$ cat src/rtl/wkup_pkg.sv
package wkup_pkg;

  typedef enum logic [1:0] {
    REG_PINCFG = 2'd0,
    REG_MODE   = 2'd1,
    REG_STATUS = 2'd2
  } reg_sel_e;

  // Consecutive active slow-clock samples demanded by each debounce code.
  function automatic int unsigned dbc_need(input logic [2:0] code);
    case (code)
      3'd0:    return 1;
      3'd1:    return 3;
      3'd2:    return 32;
      3'd3:    return 512;
      3'd4:    return 4096;
      default: return 32768;
    endcase
  endfunction

endpackage

$ cat src/rtl/wkup_sync.sv
module wkup_sync #(
  parameter int W = 14
) (
  input  logic         clk,
  input  logic         rst_n,
  input  logic [W-1:0] d,
  output logic [W-1:0] q
);
  logic [W-1:0] meta;

  always_ff @(posedge clk or negedge rst_n) begin
    if (!rst_n) begin
      meta <= '0;
      q    <= '0;
    end else begin
      meta <= d;
      q    <= meta;
    end
  end
endmodule

$ cat src/rtl/wkup_main_dbc.sv
module wkup_main_dbc #(
  parameter int NPINS = 14,
  parameter int CNT_W = 16
) (
  input  logic             clk,
  input  logic             rst_n,
  input  logic [NPINS-1:0] act_en,
  input  logic [CNT_W-1:0] need,
  output logic [NPINS-1:0] fire
);
  for (genvar g = 0; g < NPINS; g++) begin : g_pin
    logic [CNT_W-1:0] cnt;

    // Fires on the sample that completes the run; saturation keeps it single-shot.
    assign fire[g] = act_en[g] && (cnt == need - 1'b1);

    always_ff @(posedge clk or negedge rst_n) begin
      if (!rst_n)              cnt <= '0;
      else if (!act_en[g])     cnt <= '0;
      else if (cnt < need)     cnt <= cnt + 1'b1;
    end
  end
endmodule

$ cat src/rtl/wkup_lp_dbc.sv
module wkup_lp_dbc #(
  parameter int NLP  = 2,
  parameter int LP_W = 4
) (
  input  logic            clk,
  input  logic            rst_n,
  input  logic            tick,
  input  logic            active,
  input  logic [NLP-1:0]  act_en,
  input  logic [LP_W-1:0] need,
  output logic [NLP-1:0]  fire
);
  for (genvar g = 0; g < NLP; g++) begin : g_lp
    logic [LP_W-1:0] cnt;

    assign fire[g] = active && act_en[g] && tick && (cnt == need - 1'b1);

    always_ff @(posedge clk or negedge rst_n) begin
      if (!rst_n)                       cnt <= '0;
      else if (!active || !act_en[g])   cnt <= '0;
      else if (tick && cnt < need)      cnt <= cnt + 1'b1;
    end
  end
endmodule

$ cat src/rtl/wkup_debounce_ctrl.sv
module wkup_debounce_ctrl
  import wkup_pkg::*;
#(
  parameter int NPINS  = 14,
  parameter int NLP    = 2,
  parameter int CNT_W  = 16,
  parameter int DATA_W = 32
) (
  input  logic              clk,
  input  logic              rst_n,
  input  logic [NPINS-1:0]  pins,
  input  logic              lp_tick,
  input  logic              wr_en,
  input  logic [1:0]        wr_addr,
  input  logic [DATA_W-1:0] wr_data,
  input  logic              rd_en,
  input  logic [1:0]        rd_addr,
  output logic [DATA_W-1:0] rd_data,
  output logic              wake_req,
  output logic              bkp_clear
);
  localparam int POL_LSB  = 16;
  localparam int SNAP_LSB = 16;
  localparam int LPS_LSB  = 13;
  localparam int WK_BIT   = 1;
  localparam int LPEN_LSB = 5;
  localparam int CLR_BIT  = 7;
  localparam int DBC_LSB  = 12;
  localparam int LPC_LSB  = 16;
  localparam int LP_W     = 4;

  logic [NPINS-1:0] pin_en, pin_pol, pins_s, act, act_en, fire, snap;
  logic [NLP-1:0]   lp_en, lp_flag, lp_fire;
  logic [2:0]       dbc_code, lp_code;
  logic             clr_en, wk_flag, any_fire, rd_status;
  logic [CNT_W-1:0] need;
  logic [LP_W-1:0]  lp_need;
  logic [DATA_W-1:0] rdv;

  // Configuration registers
  always_ff @(posedge clk or negedge rst_n) begin
    if (!rst_n) begin
      pin_en   <= '0;
      pin_pol  <= '0;
      lp_en    <= '0;
      clr_en   <= 1'b0;
      dbc_code <= '0;
      lp_code  <= '0;
    end else if (wr_en) begin
      if (wr_addr == REG_PINCFG) begin
        pin_en  <= wr_data[NPINS-1:0];
        pin_pol <= wr_data[POL_LSB +: NPINS];
      end else if (wr_addr == REG_MODE) begin
        lp_en    <= wr_data[LPEN_LSB +: NLP];
        clr_en   <= wr_data[CLR_BIT];
        dbc_code <= wr_data[DBC_LSB +: 3];
        lp_code  <= wr_data[LPC_LSB +: 3];
      end
    end
  end

  wkup_sync #(.W(NPINS)) u_sync (
    .clk(clk), .rst_n(rst_n), .d(pins), .q(pins_s)
  );

  assign act     = ~(pins_s ^ pin_pol);
  assign act_en  = act & pin_en;
  assign need    = CNT_W'(dbc_need(dbc_code));
  assign lp_need = LP_W'(lp_code) + LP_W'(1);

  wkup_main_dbc #(.NPINS(NPINS), .CNT_W(CNT_W)) u_main (
    .clk(clk), .rst_n(rst_n), .act_en(act_en), .need(need), .fire(fire)
  );

  wkup_lp_dbc #(.NLP(NLP), .LP_W(LP_W)) u_lp (
    .clk(clk), .rst_n(rst_n), .tick(lp_tick), .active(lp_code != 3'd0),
    .act_en(act[NLP-1:0] & lp_en), .need(lp_need), .fire(lp_fire)
  );

  assign any_fire  = |fire;
  assign rd_status = rd_en && (rd_addr == REG_STATUS);

  // Sticky status; a new event wins over a concurrent read clear.
  always_ff @(posedge clk or negedge rst_n) begin
    if (!rst_n) begin
      wk_flag   <= 1'b0;
      snap      <= '0;
      lp_flag   <= '0;
      bkp_clear <= 1'b0;
    end else begin
      wk_flag   <= (wk_flag & ~rd_status) | any_fire;
      snap      <= (rd_status ? '0 : snap) | (any_fire ? act_en : '0);
      lp_flag   <= (rd_status ? '0 : lp_flag) | lp_fire;
      bkp_clear <= clr_en & (|lp_fire);
    end
  end

  always_comb begin
    rdv = '0;
    case (rd_addr)
      REG_PINCFG: begin
        rdv[NPINS-1:0]        = pin_en;
        rdv[POL_LSB +: NPINS] = pin_pol;
      end
      REG_MODE: begin
        rdv[LPEN_LSB +: NLP] = lp_en;
        rdv[CLR_BIT]         = clr_en;
        rdv[DBC_LSB +: 3]    = dbc_code;
        rdv[LPC_LSB +: 3]    = lp_code;
      end
      REG_STATUS: begin
        rdv[WK_BIT]            = wk_flag;
        rdv[LPS_LSB +: NLP]    = lp_flag;
        rdv[SNAP_LSB +: NPINS] = snap;
      end
      default: rdv = '0;
    endcase
  end

  always_ff @(posedge clk or negedge rst_n) begin
    if (!rst_n)     rd_data <= '0;
    else if (rd_en) rd_data <= rdv;
  end

  assign wake_req = wk_flag | (|lp_flag);

endmodule

$ cat config.mk
export PLATFORM = sky130hd
export DESIGN_NAME = wkup_debounce_ctrl
export DESIGN_NICKNAME = d
export VERILOG_FILES = /design/src/rtl/wkup_pkg.sv /design/src/rtl/wkup_sync.sv /design/src/rtl/wkup_main_dbc.sv /design/src/rtl/wkup_lp_dbc.sv /design/src/rtl/wkup_debounce_ctrl.sv
export SDC_FILE = /design/constraint.sdc
export NUM_CORES = 1
export LEC_CHECK = 0
export ABC_AREA = 1
export BUFFER_PORTS_ARGS = -buffer_cell sky130_fd_sc_hd__buf_2
export CORE_MARGIN = 2
export CORE_UTILIZATION = 33
export CTS_CLUSTER_DIAMETER = 80
export DETAILED_ROUTE_END_ITERATION = 10
export HOLD_SLACK_MARGIN = 0.1
export MAX_ROUTING_LAYER = met4
export SLEW_MARGIN = 0
export SYNTH_ARGS = -nofsm -noshare
export SYNTH_HDL_FRONTEND = slang
export SYNTH_SLANG_ARGS = --single-unit
$ cat constraint.sdc
create_clock -name clk -period 3.99 [get_ports clk]
set_clock_uncertainty 0.15 [all_clocks]
set_input_delay 0.5985 -clock clk [delete_from_list [all_inputs] [get_ports clk]]
set_output_delay 0.5985 -clock clk [all_outputs]
set_load 0.02 [all_outputs]
## Yosys cells after proc, flatten, opt, wreduce, memory -nomap -nowiden

Cells that the tools add are included.

| storage, ports and cells | value |
|---|---|
| register bits | 344 |
| input bits | 55 |
| output and inout port bits | 34 |
| logic and storage cells | 198 |

| operators by class | value |
|---|---|
| add/sub/neg operators | 19 |
| $lt $le $gt $ge | 16 |
| equality and inequality tests | 37 |
| muxes and demuxes | 46 |
| bitwise gates (word level) | 12 |
| reductions and logical operators | 39 |

Operators by type and width:

| operator | number |
|---|---|
| two-way mux 16 bit | 28 |
| adder 16 x 1 -> 16 bit (second input constant) | 14 |
| equality test 16 bit | 14 |
| < comparator 16 bit | 14 |
| one-hot mux 16 bit (5 select lines) | 1 |
| two-way mux 14 bit | 2 |
| inequality test 2 x 1 -> 1 bit (second input constant) | 14 |
| logical AND 1 bit | 23 |
| one-hot mux 11 bit (2 select lines) | 1 |
| two-way mux 4 bit | 5 |
| subtractor 16 x 1 -> 16 bit (second input constant) | 1 |
| AND 14 bit | 1 |
| NOT 14 bit | 1 |
| OR 14 bit | 1 |
| OR reduction 14 bit | 1 |
| XOR 14 bit | 1 |
| one-hot mux 3 bit (3 select lines) | 1 |
| adder 4 x 1 -> 4 bit (second input constant) | 2 |
| equality test 4 bit | 2 |
| < comparator 4 bit | 2 |
| equality test 3 x 2 -> 1 bit (second input constant) | 2 |
| one-hot mux 1 bit (2 select lines) | 3 |
| one-hot mux 3 bit (2 select lines) | 1 |
| adder 3 x 1 -> 4 bit (second input constant) | 1 |
| 23 further kinds | 33 |

## Longest topological paths before layout

| logic depth | value |
|---|---|
| depth after elaboration | 8 |
| mapped depth | 22 |

## Hierarchy

A second synthesis with hierarchy kept.

| unflattened totals | value |
|---|---|
| cells, all modules | 3,991 |
| area total of the unflattened synthesis | 27,563.9 µm² |

By module, submodules not included:

| module | times used | cells an instance | area each (µm²) |
|---|---|---|---|
| wkup_main_dbc | 1 | 3,373 | 22,162.5 |
| wkup_debounce_ctrl | 1 | 446 | 3,783.6 |
| wkup_lp_dbc | 1 | 144 | 917.1 |
| wkup_sync | 1 | 28 | 700.7 |

## Worst setup path after synthesis

OpenSTA, ideal clock, no wires.

| timing path | value |
|---|---|
| path type | register to register |
| start point | reg dbc_code[2] |
| end point | reg snap[10] |
| setup time | 0.119 ns |
| arrival time | 3.055 ns |
| required time | 3.721 ns |
| setup slack | 0.666 ns |
| cell stages (with the launch flop) | 21 |
| cell sequence | dfrtp_1 > buf_4 > inv_4 > buf_2 > buf_4 > nand3_1 > ha_1 > clkbuf_1 > buf_2 > nand2_1 > nand2_1 > nor2_1 > nand3_1 > nor2_1 > nand2_1 > nor2_1 > nor2_1 > nand3_2 > buf_6 > o21ai_2 > nand2_1 |

| between the ends | value |
|---|---|
| word-level cells in the longest chain between the ends | 8 |

Ends and longest elaborated chain:

| item | line | text |
|---|---|---|
| from (decl) | wkup_debounce_ctrl.sv:34 | `logic [2:0] dbc_code, lp_code;` |
| from (signal assigned) | wkup_debounce_ctrl.sv:56 | `dbc_code <= wr_data[DBC_LSB +: 3];` |
| equality test 3 bit, or another cell as far along | wkup_pkg.sv:11 | `case (code)` |
| one-hot mux 16 bit (5 select lines) * | wkup_pkg.sv:11 |  |
| subtractor 16 x 1 -> 16 bit * | wkup_main_dbc.sv:15 | `assign fire[g] = act_en[g] && (cnt == need - 1'b1);` |
| equality test 16 bit | wkup_main_dbc.sv:15 |  |
| logical AND 1 bit | wkup_main_dbc.sv:15 |  |
| OR reduction 14 bit * | wkup_debounce_ctrl.sv:80 | `assign any_fire = \|fire;` |
| two-way mux 14 bit * | wkup_debounce_ctrl.sv:92 | `snap <= (rd_status ? '0 : snap) \| (any_fire ? act_en : '0);` |
| OR 14 bit * | wkup_debounce_ctrl.sv:92 |  |
| to (signal assigned) | wkup_debounce_ctrl.sv:92 |  |
| to (decl) | wkup_debounce_ctrl.sv:32 | `logic [NPINS-1:0] pin_en, pin_pol, pins_s, act, act_en, fire, snap;` |

Mark *: on every way between the ends. The rest lies on a longest branch, timed or not.
A chain may end at the register's enable or synchronous reset.

## Worst setup path in the final report

| timing path | value |
|---|---|
| start point | reg dbc_code[1] |
| end point | reg snap[13] |

The elaborated chain is that of the path after synthesis.

==> run summary <==
Counting I/O delays and the setup requirement, the final critical path takes 3.75 ns. The tightest slew margin relative to the limit came out at 0.374. The tools report the effective utilization at floorplan as 0.333. The tools report the startpoint of the worst-slack reg-to-reg timing path as dbc_code[1]$_DFFE_PN0P_. The congestion estimate from routability-driven global placement came to 0.874.

The kind of end point of the critical path is a flop. Detailed placement ended at an HPWL of 42,800 um. Setup repair after global routing left no endpoint under its margin. Share of the core filled with cells in the final layout: 0.384. Setup total negative slack on the finished layout was measured at 0 ns. STA classifies the critical path startpoint as a flop. Part of the cycle the worst path needs: 0.939.

Synthesis inferred 344 register bits. The maximum net fanout on the critical path came out at 15. The tools report the post-synthesis cell count as 2,940. The worst hold path belongs to the class input port to flop. The critical path in this run is classified as flop to flop. The run gives 41 as the number of clock buffers inserted by TritonCTS.

For the area of the core, the log shows 0.0642 mm2. For the count of clock tree sinks, the log shows 344. The post-route antenna net violation count was 0; the final layout net count was 3,252.

The initial antenna violation count is 2, and the area of the die is 0.0669 mm2. In this run the vertical extent of the chip is 259 um. VDD sags by at most 0.000292 V. Before antenna repair, the detailed router went through 7 iterations.

The number of distinct standard cells referenced by the synthesized netlist came out at 48. In this run the horizontal extent of the chip is 259 um. For this design the static power due to leakage is 11.6 nW. Compared with the post-synthesis result, the final layout area differs by 15.4%. The fraction of final layout cells with drive strength greater than 1 works out to 0.0822.

The ratio of total power to cell area is 408 mW/mm2, and the share of synthesized area occupied by flip-flops and latches is 0.402. Following the worst setup path forward leads to its endpoint at snap[13]$_DFF_PN0_. For this run, design rule violations remaining after detail routing come to 0. In this run, synthesis inferred 0 flip-flops with an integrated enable.

For this run, the top clock speed supported by timing is 267 MHz. The clock passes through at most 3 buffers. TritonCTS built the clock tree. The worst register-to-register path ends at snap[13]$_DFF_PN0_. Count of final max-slew check failures: 0.

The first global-routing pass estimated 99,100 um of wire. The total routed wirelength is 60,600 um. The number of resized instances in the post-cts repair step was 0.

The cell sitting at the root of the clock tree is a sky130_fd_sc_hd__clkbuf_16. The share of async-settable or async-resettable flops after synthesis was 1.00. STA puts the critical path data required time at 4.30 ns. In the routed layout, each cell is associated on average with a via count of 4.92. The tool flagged a number of max-cap violations equal to 0. The worst reg2reg path depth works out to 15. In this run the mean area of a mapped cell was 7.28 um2. For the worst-skew pair, the clock arrives at the later sink with an insertion delay of 0.60 ns. The logs give 0 for the hold violation total from the final report and 0 for the number of setup violations in the final report. Global routing usage summed across all routing layers: 0.188. The setup check on the worst reg-to-reg path leaves a slack of 0.24 ns. The via count of the first global-routing pass is 18,503.

The run finished with clean final reports. In the layout the commonest cells are sky130_fd_sc_hd__nand2_1 (677), sky130_fd_sc_hd__inv_1 (408), sky130_fd_sc_hd__dfrtp_1 (344). The floorplan has 93 rows. The most common cell after layout, fill and taps aside is sky130_fd_sc_hd__nand2_1. Across all layers, the routed design uses 19,545 vias. The most used flip-flop cell after synthesis is sky130_fd_sc_hd__dfrtp_1.

The arrival time at the worst endpoint was 4.06 ns; the top-level I/O count was 89. After clock tree synthesis, the clock-pin slew on the worst setup and hold paths is 0.06 ns. The logs give 0.0214 mm2 for the area of the mapped netlist and 0 for the count of yosys warnings during synthesis. The worst hold path passes through 3 cells.

In this run, the number of DRC markers left after iteration 0 of detailed routing was 1,349. After global routing the overflow that remains totals 0. Entering global routing, the biggest net connects 105 pins. The run gives 2 as the depth of the CTS H-tree.

The actual slew at the worst max-slew pin was 0.936 ns; the number of I/O port buffers was 82. The critical path startpoint is dbc_code[1]$_DFFE_PN0P_. The post-detailed-route wirelength per cell was 15.3 um.
[synthesized netlist by cell type (3+ instances only)]
| cell | instances | share of area |
|---|---|---|
| sky130_fd_sc_hd__clkinv_1 | 4 | 0.00070 |
| sky130_fd_sc_hd__buf_2 | 10 | 0.0023 |
| sky130_fd_sc_hd__nand3b_1 | 23 | 0.0081 |
| sky130_fd_sc_hd__or2_2 | 9 | 0.0026 |
| sky130_fd_sc_hd__o211ai_1 | 11 | 0.0039 |
| sky130_fd_sc_hd__nand3_2 | 4 | 0.0019 |
| sky130_fd_sc_hd__xnor2_1 | 8 | 0.0033 |
| sky130_fd_sc_hd__buf_4 | 8 | 0.0028 |
| sky130_fd_sc_hd__nor3_1 | 97 | 0.023 |
| sky130_fd_sc_hd__mux2_2 | 11 | 0.0058 |
| sky130_fd_sc_hd__nor3b_1 | 11 | 0.0039 |
| sky130_fd_sc_hd__a211oi_1 | 7 | 0.0025 |
| sky130_fd_sc_hd__o21ai_1 | 7 | 0.0016 |
| sky130_fd_sc_hd__o21ai_0 | 239 | 0.056 |
| sky130_fd_sc_hd__inv_2 | 8 | 0.0014 |
| sky130_fd_sc_hd__and3_1 | 9 | 0.0026 |
| sky130_fd_sc_hd__a21oi_1 | 152 | 0.036 |
| sky130_fd_sc_hd__nand2_1 | 678 | 0.12 |
| sky130_fd_sc_hd__nand3_1 | 249 | 0.058 |
| sky130_fd_sc_hd__o21ai_2 | 9 | 0.0037 |
| sky130_fd_sc_hd__clkbuf_1 | 43 | 0.0075 |
| sky130_fd_sc_hd__nand2_2 | 5 | 0.0015 |
| sky130_fd_sc_hd__buf_6 | 5 | 0.0026 |
| sky130_fd_sc_hd__xor2_1 | 34 | 0.014 |
| sky130_fd_sc_hd__o21bai_1 | 9 | 0.0032 |
| sky130_fd_sc_hd__nand4_1 | 50 | 0.015 |
| sky130_fd_sc_hd__nor2_2 | 3 | 0.00088 |
| sky130_fd_sc_hd__nor4_1 | 16 | 0.0047 |
| sky130_fd_sc_hd__inv_1 | 408 | 0.072 |
| sky130_fd_sc_hd__ha_1 | 115 | 0.067 |
| sky130_fd_sc_hd__nor2_1 | 296 | 0.052 |
| sky130_fd_sc_hd__a31oi_1 | 15 | 0.0044 |
| sky130_fd_sc_hd__dfrtp_1 | 344 | 0.40 |
| sky130_fd_sc_hd__o21a_1 | 13 | 0.0046 |
| sky130_fd_sc_hd__o31ai_1 | 11 | 0.0039 |
[logic make-up after synthesis]
logic type | count (synthesis) | synth area share
multiplexers | 11 | 0.00579
flip-flops | 344 | 0.402
buffers and inverters | 488 | 0.0896
AO/OA/AOI/OAI | 484 | 0.123
adder cells (fa/ha/maj) | 115 | 0.0673
AND/OR/NAND/NOR | 1455 | 0.294
XOR/XNOR | 42 | 0.0172
other | 1 | 0.000175
[registers in the layout (all words and copies together) (netlist names), 8 cells and up]
register	count
u_sync.q	14
pin_pol	14
u_sync.meta	14
pin_en	14
snap	14
rd_data	29
u_lp.g_lp.cnt	8
u_main.g_pin.cnt	224
[final cells by class]
cell class / instances / area, um2
antenna: 1 / 2.50
clock buffer: 54 / 1150
clock inverter: 21 / 233
tap: 855 / 1070
inverter: 422 / 1590
fill: 6704 / 39500
sequential: 344 / 8610
multi-input combinational: 2110 / 10900
timing repair buffer: 163 / 1150
[layer usage]
| layer | up-vias | share of wire | GRT usage |
|---|---|---|---|
| met5 | - | 0 | - |
| met4 | 0 | 0.020 | 0.0466 |
| met3 | 79 | 0.050 | 0.0243 |
| met1 | 9089 | 0.49 | 0.262 |
| li1 | 9937 | - | - |
| met2 | 440 | 0.44 | 0.290 |
[per-stage QoR]
stage / worst slack [ns] / area, um2 / total power, mW / hold WS, ns / std cells
floorplan: 0.666 / 21400 / 5.32 / 0.153 / 2942
global placement: 0.479 / 23000 / 6.19 / 0.183 / 3861
detailed placement: 0.352 / 23000 / 6.21 / 0.186 / 3861
CTS: 0.325 / 24700 / 10.1 / 0.106 / 3969
global route: 0.0317 / 24700 / 10.6 / 0.135 / 3970
finish: 0.244 / 24700 / 10.1 / 0.130 / 3970
[where the power goes]
group / leakage [nW] / switching (mW) / internal [mW]
Combinational: 6.28 / 1.68 / 0.689
Clock: 0.678 / 1.67 / 2.21
Sequential: 4.63 / 0.155 / 3.66
[worst max-delay path, cell delays in order (launching register included)]
cell	delay [ns]
sky130_fd_sc_hd__dfrtp_1	0.51
sky130_fd_sc_hd__inv_2	0.12
sky130_fd_sc_hd__nand2_2	0.21
sky130_fd_sc_hd__ha_1	0.23
sky130_fd_sc_hd__buf_4	0.21
sky130_fd_sc_hd__nand3_2	0.41
sky130_fd_sc_hd__inv_2	0.45
sky130_fd_sc_hd__nand2_1	0.09
sky130_fd_sc_hd__nand3_1	0.09
sky130_fd_sc_hd__nor2_1	0.04
sky130_fd_sc_hd__nand2_1	0.11
sky130_fd_sc_hd__nand2_1	0.08
sky130_fd_sc_hd__nor2_2	0.14
sky130_fd_sc_hd__nand2_2	0.33
sky130_fd_sc_hd__o21ai_0	0.33
sky130_fd_sc_hd__nand2_1	0.08
[how the worst min path moves through the flow]
| stage | start | to | slack (ns) |
|---|---|---|---|
| floorplan | rst_n | bkp_clear$_DFF_PN0_ | 0.15 |
| global placement | u_sync.meta[3]$_DFF_PN0_ | u_sync.q[3]$_DFF_PN0_ | 0.18 |
| detailed placement | u_sync.meta[12]$_DFF_PN0_ | u_sync.q[12]$_DFF_PN0_ | 0.19 |
| CTS | wr_data[18] | pin_pol[2]$_DFFE_PN0P_ | 0.11 |
| global route | wr_data[28] | pin_pol[12]$_DFFE_PN0P_ | 0.13 |
| finish | wr_data[18] | pin_pol[2]$_DFFE_PN0P_ | 0.13 |
[what timing repair did]
item	4_1_cts	5_1_grt
endpoints found under the hold margin	129	0
setup buffers	0	0
hold buffers	33	0
endpoints found under the setup margin	0	0
Power figures use the tool's default switching activity.
